File: config.mk
export PLATFORM = sky130hd
export DESIGN_NAME = sig_bist_sequencer
export DESIGN_NICKNAME = d
export VERILOG_FILES = /design/src/rtl/bist_seq_pkg.sv /design/src/rtl/bist_seq_counter.sv /design/src/rtl/bist_seq_sigcmp.sv /design/src/rtl/bist_seq_fsm.sv /design/src/rtl/sig_bist_sequencer.sv
export SDC_FILE = /design/constraint.sdc
export NUM_CORES = 1
export LEC_CHECK = 0
export BUFFER_PORTS_ARGS = -buffer_cell sky130_fd_sc_hd__buf_2
export CAP_MARGIN = 0
export CORE_ASPECT_RATIO = 1.5
export CORE_MARGIN = 2
export CORE_UTILIZATION = 45
export CTS_CLUSTER_SIZE = 28
export DETAILED_ROUTE_END_ITERATION = 8
export PLACE_DENSITY = 0.68
export SLEW_MARGIN = 20
export SYNTH_ARGS = -nofsm -noshare
export SYNTH_HDL_FRONTEND = slang
export SYNTH_SLANG_ARGS = --single-unit
File: constraint.sdc
create_clock -name clk_i -period 6.15 [get_ports clk_i]
set_input_delay 0.615 -clock clk_i [delete_from_list [all_inputs] [get_ports clk_i]]
set_output_delay 0.615 -clock clk_i [all_outputs]
set_load 0.005 [all_outputs]
File: src/rtl/bist_seq_pkg.sv
package bist_seq_pkg;

  typedef enum logic [1:0] {
    MODE_SYSTEM = 2'b00,
    MODE_INIT   = 2'b01,
    MODE_TEST   = 2'b10,
    MODE_SCAN   = 2'b11
  } path_mode_e;

  typedef enum logic [2:0] {
    ST_IDLE = 3'd0,
    ST_INIT = 3'd1,
    ST_RUN1 = 3'd2,
    ST_CHK1 = 3'd3,
    ST_RUN2 = 3'd4,
    ST_CHK2 = 3'd5
  } seq_state_e;

  // True in the final cycle of a session that ends when the count reaches limit.
  function automatic logic is_last_tick(input logic [31:0] count, input logic [31:0] limit);
    return count == (limit - 32'd1);
  endfunction

  // Mode code presented to the path registers for each controller state.
  function automatic path_mode_e mode_for_state(input seq_state_e st);
    case (st)
      ST_IDLE: return MODE_SYSTEM;
      ST_INIT: return MODE_INIT;
      default: return MODE_TEST;
    endcase
  endfunction

endpackage

File: src/rtl/bist_seq_counter.sv
module bist_seq_counter #(
  parameter int unsigned CNT_W        = 18,
  parameter int unsigned SESS1_CYCLES = 65536,
  parameter int unsigned SESS_TOTAL   = 131072
) (
  input  logic             clk_i,
  input  logic             rst_i,
  input  logic             clear_i,
  input  logic             step_i,
  input  logic             in_run1_i,
  input  logic             in_run2_i,
  output logic             run1_last_o,
  output logic             run2_last_o,
  output logic [CNT_W-1:0] count_o
);
  import bist_seq_pkg::*;

  logic [CNT_W-1:0] cnt_q;

  always_ff @(posedge clk_i or posedge rst_i) begin
    if (rst_i)        cnt_q <= '0;
    else if (clear_i) cnt_q <= '0;
    else if (step_i)  cnt_q <= cnt_q + CNT_W'(1);
  end

  assign run1_last_o = in_run1_i && is_last_tick(32'(cnt_q), SESS1_CYCLES);
  assign run2_last_o = in_run2_i && is_last_tick(32'(cnt_q), SESS_TOTAL);
  assign count_o     = cnt_q;

endmodule

File: src/rtl/bist_seq_sigcmp.sv
module bist_seq_sigcmp #(
  parameter int unsigned      TAP_W      = 24,
  parameter logic [TAP_W-1:0] SIG_FIRST  = 24'h0FFA25,
  parameter logic [TAP_W-1:0] SIG_SECOND = 24'hC1275F
) (
  input  logic [TAP_W-1:0] tap_i,
  input  logic             sel_second_i,
  output logic             match_o
);
  logic [TAP_W-1:0] golden;

  always_comb begin
    golden  = sel_second_i ? SIG_SECOND : SIG_FIRST;
    match_o = (tap_i == golden);
  end

endmodule

File: src/rtl/bist_seq_fsm.sv
module bist_seq_fsm (
  input  logic                     clk_i,
  input  logic                     rst_i,
  input  logic                     start_i,
  input  logic                     run1_last_i,
  input  logic                     run2_last_i,
  input  logic                     match_i,
  output bist_seq_pkg::seq_state_e state_o,
  output logic                     done_o,
  output logic                     pass_o,
  output logic                     clear_o,
  output logic                     step_o,
  output logic                     sel_second_o
);
  import bist_seq_pkg::*;

  seq_state_e state_q, state_d;
  logic       done_q, pass_q;

  always_comb begin
    state_d = state_q;
    case (state_q)
      ST_IDLE: if (start_i)     state_d = ST_INIT;
      ST_INIT:                  state_d = ST_RUN1;
      ST_RUN1: if (run1_last_i) state_d = ST_CHK1;
      ST_CHK1:                  state_d = match_i ? ST_RUN2 : ST_IDLE;
      ST_RUN2: if (run2_last_i) state_d = ST_CHK2;
      ST_CHK2:                  state_d = ST_IDLE;
      default:                  state_d = ST_IDLE;
    endcase
  end

  always_ff @(posedge clk_i or posedge rst_i) begin
    if (rst_i) begin
      state_q <= ST_IDLE;
      done_q  <= 1'b0;
      pass_q  <= 1'b0;
    end else begin
      state_q <= state_d;
      if (state_q == ST_INIT) begin
        done_q <= 1'b0;
        pass_q <= 1'b0;
      end
      if (state_q == ST_CHK1 && !match_i) begin
        done_q <= 1'b1;
        pass_q <= 1'b0;
      end
      if (state_q == ST_CHK2) begin
        done_q <= 1'b1;
        pass_q <= match_i;
      end
    end
  end

  assign state_o      = state_q;
  assign done_o       = done_q;
  assign pass_o       = pass_q;
  assign clear_o      = (state_q == ST_INIT);
  assign step_o       = (state_q == ST_RUN1) || (state_q == ST_RUN2);
  assign sel_second_o = (state_q == ST_CHK2);

endmodule

File: src/rtl/sig_bist_sequencer.sv
module sig_bist_sequencer #(
  parameter int unsigned      TAP_W             = 24,
  parameter int unsigned      SESS1_CYCLES      = 65536,
  parameter int unsigned      SESS_TOTAL_CYCLES = 131072,
  parameter logic [TAP_W-1:0] SIG_FIRST         = 24'h0FFA25,
  parameter logic [TAP_W-1:0] SIG_SECOND        = 24'hC1275F
) (
  input  logic             clk_i,
  input  logic             rst_i,
  input  logic             start_i,
  input  logic [TAP_W-1:0] sig_tap_i,
  output logic [1:0]       path_mode_o,
  output logic             done_o,
  output logic             pass_o
);
  import bist_seq_pkg::*;

  localparam int unsigned CNT_W = $clog2(SESS_TOTAL_CYCLES + 1);

  // Named internal events, visible to the bound checker.
  seq_state_e       state_q;
  logic [CNT_W-1:0] cycle_cnt;
  logic             run1_last, run2_last, sig_match;
  logic             cnt_clear, cnt_step, cmp_second;

  bist_seq_counter #(
    .CNT_W       (CNT_W),
    .SESS1_CYCLES(SESS1_CYCLES),
    .SESS_TOTAL  (SESS_TOTAL_CYCLES)
  ) counter_i (
    .clk_i      (clk_i),
    .rst_i      (rst_i),
    .clear_i    (cnt_clear),
    .step_i     (cnt_step),
    .in_run1_i  (state_q == ST_RUN1),
    .in_run2_i  (state_q == ST_RUN2),
    .run1_last_o(run1_last),
    .run2_last_o(run2_last),
    .count_o    (cycle_cnt)
  );

  bist_seq_sigcmp #(
    .TAP_W     (TAP_W),
    .SIG_FIRST (SIG_FIRST),
    .SIG_SECOND(SIG_SECOND)
  ) sigcmp_i (
    .tap_i       (sig_tap_i),
    .sel_second_i(cmp_second),
    .match_o     (sig_match)
  );

  bist_seq_fsm fsm_i (
    .clk_i       (clk_i),
    .rst_i       (rst_i),
    .start_i     (start_i),
    .run1_last_i (run1_last),
    .run2_last_i (run2_last),
    .match_i     (sig_match),
    .state_o     (state_q),
    .done_o      (done_o),
    .pass_o      (pass_o),
    .clear_o     (cnt_clear),
    .step_o      (cnt_step),
    .sel_second_o(cmp_second)
  );

  assign path_mode_o = mode_for_state(state_q);

endmodule

[Word-level counts from Yosys, hierarchy flattened]
Cells that the tools add are included.
Storage, ports and cells
  bits in registers: 23
Cells by class
  equality and inequality tests: 11
  reduce and logical (&&, ||, !) cells: 9
  add/subtract/negate cells: 1
  multiplexer cells: 14
Operators with widths (count)
  18-bit two-way mux: 2
  24-bit == test: 1
  24-bit two-way mux: 1
  18-bit by 1-bit adder with 18-bit output (second input constant): 1
  18-bit by 16-bit == test with 1-bit output (second input constant): 1
  18-bit by 17-bit == test with 1-bit output (second input constant): 1
  3-bit one-hot mux with 5 select lines: 1
  3-bit two-way mux: 4
  3-bit by 2-bit == test with 1-bit output (second input constant): 2
  3-bit == test (second input constant): 2
  2-bit inequality test (second input constant): 3
  1-bit two-way mux: 5
  2-bit one-hot mux with 2 select lines: 1
  3-bit by 1-bit == test with 1-bit output (second input constant): 1
  1-bit logical AND: 3
  3-bit logical NOT: 1
  3-bit AND reduction: 1
  3-bit nonzero test: 1
  2-bit nonzero test: 1
  1-bit logical NOT: 1
  1-bit logical OR: 1

[Logic depth before layout (Yosys ltp)]
  depth in word-level cells: 7
  gate-level depth with buffers: 6
  depth with buffers taken out: 5

[By module]
From an unflattened synthesis, not the netlist that was laid out.
Unflattened totals
  cell total of the unflattened synthesis: 146
  area, all modules: 1365.1 um2
By module, submodules not included
  bist_seq_counter: area an instance 944.7 um2, instances 1, cells each 98
  bist_seq_fsm: area an instance 267.8 um2, instances 1, cells each 28
  bist_seq_sigcmp: area an instance 123.9 um2, instances 1, cells each 16
  sig_bist_sequencer: area an instance 28.8 um2, instances 1, cells each 4

[Least setup slack after synthesis]
Ideal clock, no wire load.
  path type: register -> register
  from: reg counter_i.cnt_q[0] (netlist: counter_i.count_o[0])
  to: reg counter_i.cnt_q[16] (netlist: counter_i.count_o[16])
  cell stages (with the launch flop): 7
  buffers on the path: 1
  data arrival time: 1932 ps
  setup slack: 4140 ps
  path through: dfrtp_1 -> ha_1 -> nand3b_1 -> or4_1 -> buf_2 -> or4_1 -> a21oi_1
On the way
  cells in the longest elaborated chain, start to end: 3
Ends and longest elaborated chain
  from (decl): RTL line bist_seq_counter.sv:18  | logic [CNT_W-1:0] cnt_q;
  from (signal assigned): RTL line bist_seq_counter.sv:23  | else if (step_i) cnt_q <= cnt_q + CNT_W'(1);
  18-bit by 1-bit adder with 18-bit output: RTL line bist_seq_counter.sv:23
  18-bit two-way mux: RTL line bist_seq_counter.sv:23
  18-bit two-way mux: RTL line bist_seq_counter.sv:22  | else if (clear_i) cnt_q <= '0;
No other way between the ends. The select of a mux whose other input is x is not followed.
A chain may end at the register's enable or synchronous reset.

[Final worst setup path]
  from: reg fsm_i.state_q[1] (netlist: fsm_i.state_o[1])
  to: out path_mode_o[0]
On the way
  cells in the longest elaborated chain, start to end: 2
  elaborated cells between the ends (all ways): 3
  classes of those cells: eq/ne: 1; mux: 1; reduce/logical: 1
Ends and longest elaborated chain
  from (decl): RTL line bist_seq_fsm.sv:17  | seq_state_e state_q, state_d;
  from (signal assigned): RTL line bist_seq_fsm.sv:39  | state_q <= state_d;
  3-bit by 1-bit == test with 1-bit output / 3-bit logical NOT (equally long branches): RTL line bist_seq_pkg.sv:26  | case (st)
  2-bit one-hot mux with 2 select lines *: RTL line bist_seq_pkg.sv:26
  to (decl): RTL line sig_bist_sequencer.sv:12  | output logic [1:0] path_mode_o,
Every way passes the cells marked *; elsewhere a longest branch is shown, timed or not.

==> summary.md <==
| Metric | Value |
|---|---|
| Status | completed |
| Commonest cells post-synth | dfrtp_1, nand2_1, nor2_1 |
| Synth-to-Final Area Change | 16.4% |
| Hold Slack | 0.492 ns |
| Fill cells | 299 |
| Initial antenna violation count | 0 |
| Final period util | 0.403 |
| Setup violations, final | 0 |
| ANT nets after route | 0 |
| Die H | 71.7 um |
| CTS Sinks | 23 |
| Final net count | approximately 220 |
| Total global routing overflow | 0 |
| Mapped Cells | 157 |
| Post-synth top area share | 0.419 |
| Postcts setup bufs | 0 |
| Setup TNS | 0 ns |
| RePlAce Congestion | 0.803 |
| Max-cap violation count | 0 |
| Area of the multi-input gates | about 750 um^2 |
| # resized after CTS | 0 |
| Placed cell count | 221 |
| #FFs+latches synth | 23 |
| Avg WL per Cell | 14.4 um |
| Proportion of layout cells with a drive suffix above 1 | 0.199 |
| Register area | about 580 um^2 |
| Post-synth EDFFs | 0 |
| Vias after detailed routing | around 1.3k |
| Max clock buf depth | 2 |
| Fmax | 404 MHz |
| H-tree depth | 1 |
| CTS tree | done |
| Count of cell types in the netlist | 42 |
| First-pass GRT wire length | about 5.4 mm |
| YS warnings | 0 |
| Top-count cell post-synth | dfrtp_1 |
| Port bufs | 30 |
| Total CTS buffers | 3 |
| Vias per inst | between 5 and 6 |
| Maximum vdd ir drop | 0.188 mV |
| Slew of the pin with the lowest slew margin | 0.856 ns |
| Post-synth net total | around 190 |
| Count of final max-slew check failures | 0 |
| Core footprint | around 2900 um^2 |
| Number of diodes | 0 |
| Largest family of logic cells by synthesized area | simple AND/OR/NAND/NOR gates |
| CP cell instances | nor2_1 > nand2_1 > inv_1 > buf_2 |
| Mux cell area share after synthesis | 0.0291 |
| Row count | 24 |
| Crit path DAT | 1.86 ns |
| Number of global-route vias before repair | around 1.2k |
| RSZ-0062 raised after global routing | false |
| Largest delay contributor family on the critical path | buffers and inverters |
| Clock Skews | about 0.0060 ns |
| Critical Path Source Type | register |
| Io pins | 31 |
| Rel. slew slack | 0.429 |
| Data required, critical path | 5.53 ns |
| Compound-Gate Fraction of Synth Area | 0.121 |
| Worst-path clk slew | 0.08 ns |
| Initial Utilization | 0.472 |
| Detailed Route WL | 3.23 mm |
| Top cells by area, synth | dfrtp_1, nand2_1, xnor2_1 |
| Critical Path Sink Type | output pin |
| Fin crit period | 2.48 ns |
| Post-Synth Adder-Cell Area | 0.00910 |
| Root buf cell | clkbuf_8 |
| Post-synth top area cell | dfrtp_1 |
| Maximum net fanout on the critical path | 15 |
| Mapped Area | between 1000 and 1500 um^2 |
| Initial drt markers | 43 |
| Die ar. | approximately 3500 um^2 |
| Final Hold Viols | 0 |
| XOR/XNOR share of the synthesized area | 0.0510 |
| Die Span X | around 50 um |
| Worst-Skew Late Latency | 0.27 ns |
| Avg Inst Size Synth | 8.76 um^2 |
| Synth Flop Type | dfrtp_1 |
| Post-Synth Simple-Gate Area | 0.335 |
| Synth async-reset ratio | 1.00 |
| GRT Util Overall | 0.198 |
| DP HPWL | 2.55 mm |
| CP max stage delay | 0.53 ns |
| Crit Path Class | reg -> out |
| Hold Path Class | reg -> reg |
| Critical Path Slowest Stage Cell | dfrtp_1 |
| Non-filler instance count after layout | 225 |
| Largest net degree at the start of global routing | 24 |
| Lkg Pwr | 0.000692 uW |
| Hold Buf Count CTS | 0 |
| PD cells | 285 nW/um^2 |
| Share of the yosys chip area belonging to registers | 0.419 |
| DR pass1 iterations | 4 |
| CP Buf/Inv Count | 2 |
| DRC violations left | 0 |
[power by group]
part	leakage (uW)	internal [uW]	switching [uW]	total [uW]
Combinational	0.000357	68.1	85.3	153
Clock	0.0000255	45.2	49.0	94.2
Sequential	0.000309	173	35.8	209
Total	0.000692	286	170	456
[flip-flops by register name, indices dropped and copies added (netlist names)]
| register | flops |
|---|---|
| counter_i.count_o | 18 |
| fsm_i.state_o | 3 |
| fsm_i.done_o | 1 |
| fsm_i.pass_o | 1 |
[kinds of logic (layout without fill, tap and decap cells)]
logic type	count (synthesis)	after routing
and+or+nand+nor	82	82
AOI/OAI and AO/OA	26	26
DFF	23	23
buffers and inverters	13	42
xor gates and xnor gates	8	8
muxes	4	4
adders and majority gates	1	1
[through the flow]
step           total power (uW)  worst slack, ns   util  cell area (um^2)
2_1_floorplan               317             4.14      -              1380
3_3_place_gp                354             3.90  0.534              1550
3_5_place_dp                365             3.86  0.534              1550
4_1_cts                     459             3.68  0.549              1600
5_1_grt                     491             3.51  0.549              1600
6_report                    456             3.67  0.549              1600
[placed cells by master, fill, tap and decap left out, types with 2 or more instances in the layout]
master / instances
buf_2: 30
dfrtp_1: 23
nand2_1: 18
nor2_1: 14
a21oi_1: 9
nand2b_1: 8
inv_1: 8
xnor2_1: 7
nor4_1: 7
nand4_1: 5
o21ai_0: 5
nand3_1: 4
mux2i_1: 4
nand4b_1: 4
nor3b_1: 3
or3_1: 3
clkbuf_8: 3
nand3b_1: 2
nor3_1: 2
nor4b_1: 2
or4_1: 2
o31ai_1: 2
[per-layer routing]
metal | global-route usage | part of all wire
met5 | 0 | 0
met4 | 0.0571 | 0.011
met1 | 0.202 | 0.40
met3 | 0.0354 | 0.039
met2 | 0.398 | 0.55
[worst paths after layout]
kind / startpoint / slack [ns] / cells past startpoint / to
worst max-delay path: fsm_i.state_o[1] / 3.67 / 4 / path_mode_o[0]
worst min-delay path: fsm_i.pass_o / 0.49 / 1 / fsm_i.pass_o
worst max register to register: fsm_i.state_o[1] / 3.83 / 4 / counter_i.count_o[16]
worst min register to register: fsm_i.pass_o / 0.49 / 1 / fsm_i.pass_o
max in group asynchronous: rst_i / 5.11 / 2 / counter_i.count_o[7]
min in group asynchronous: rst_i / 0.51 / 2 / counter_i.count_o[9]
[cell type report]
type | count | area share
Tap cell | 39 | 0.0305
Inverter | 8 | 0.0188
Multi-Input combinational cell | 121 | 0.468
Clock inverter | 1 | 0.00313
Clock buffer | 3 | 0.0258
Timing Repair Buffer | 30 | 0.0938
Sequential cell | 23 | 0.360
Note: power is estimated with default switching activity, not from simulation.
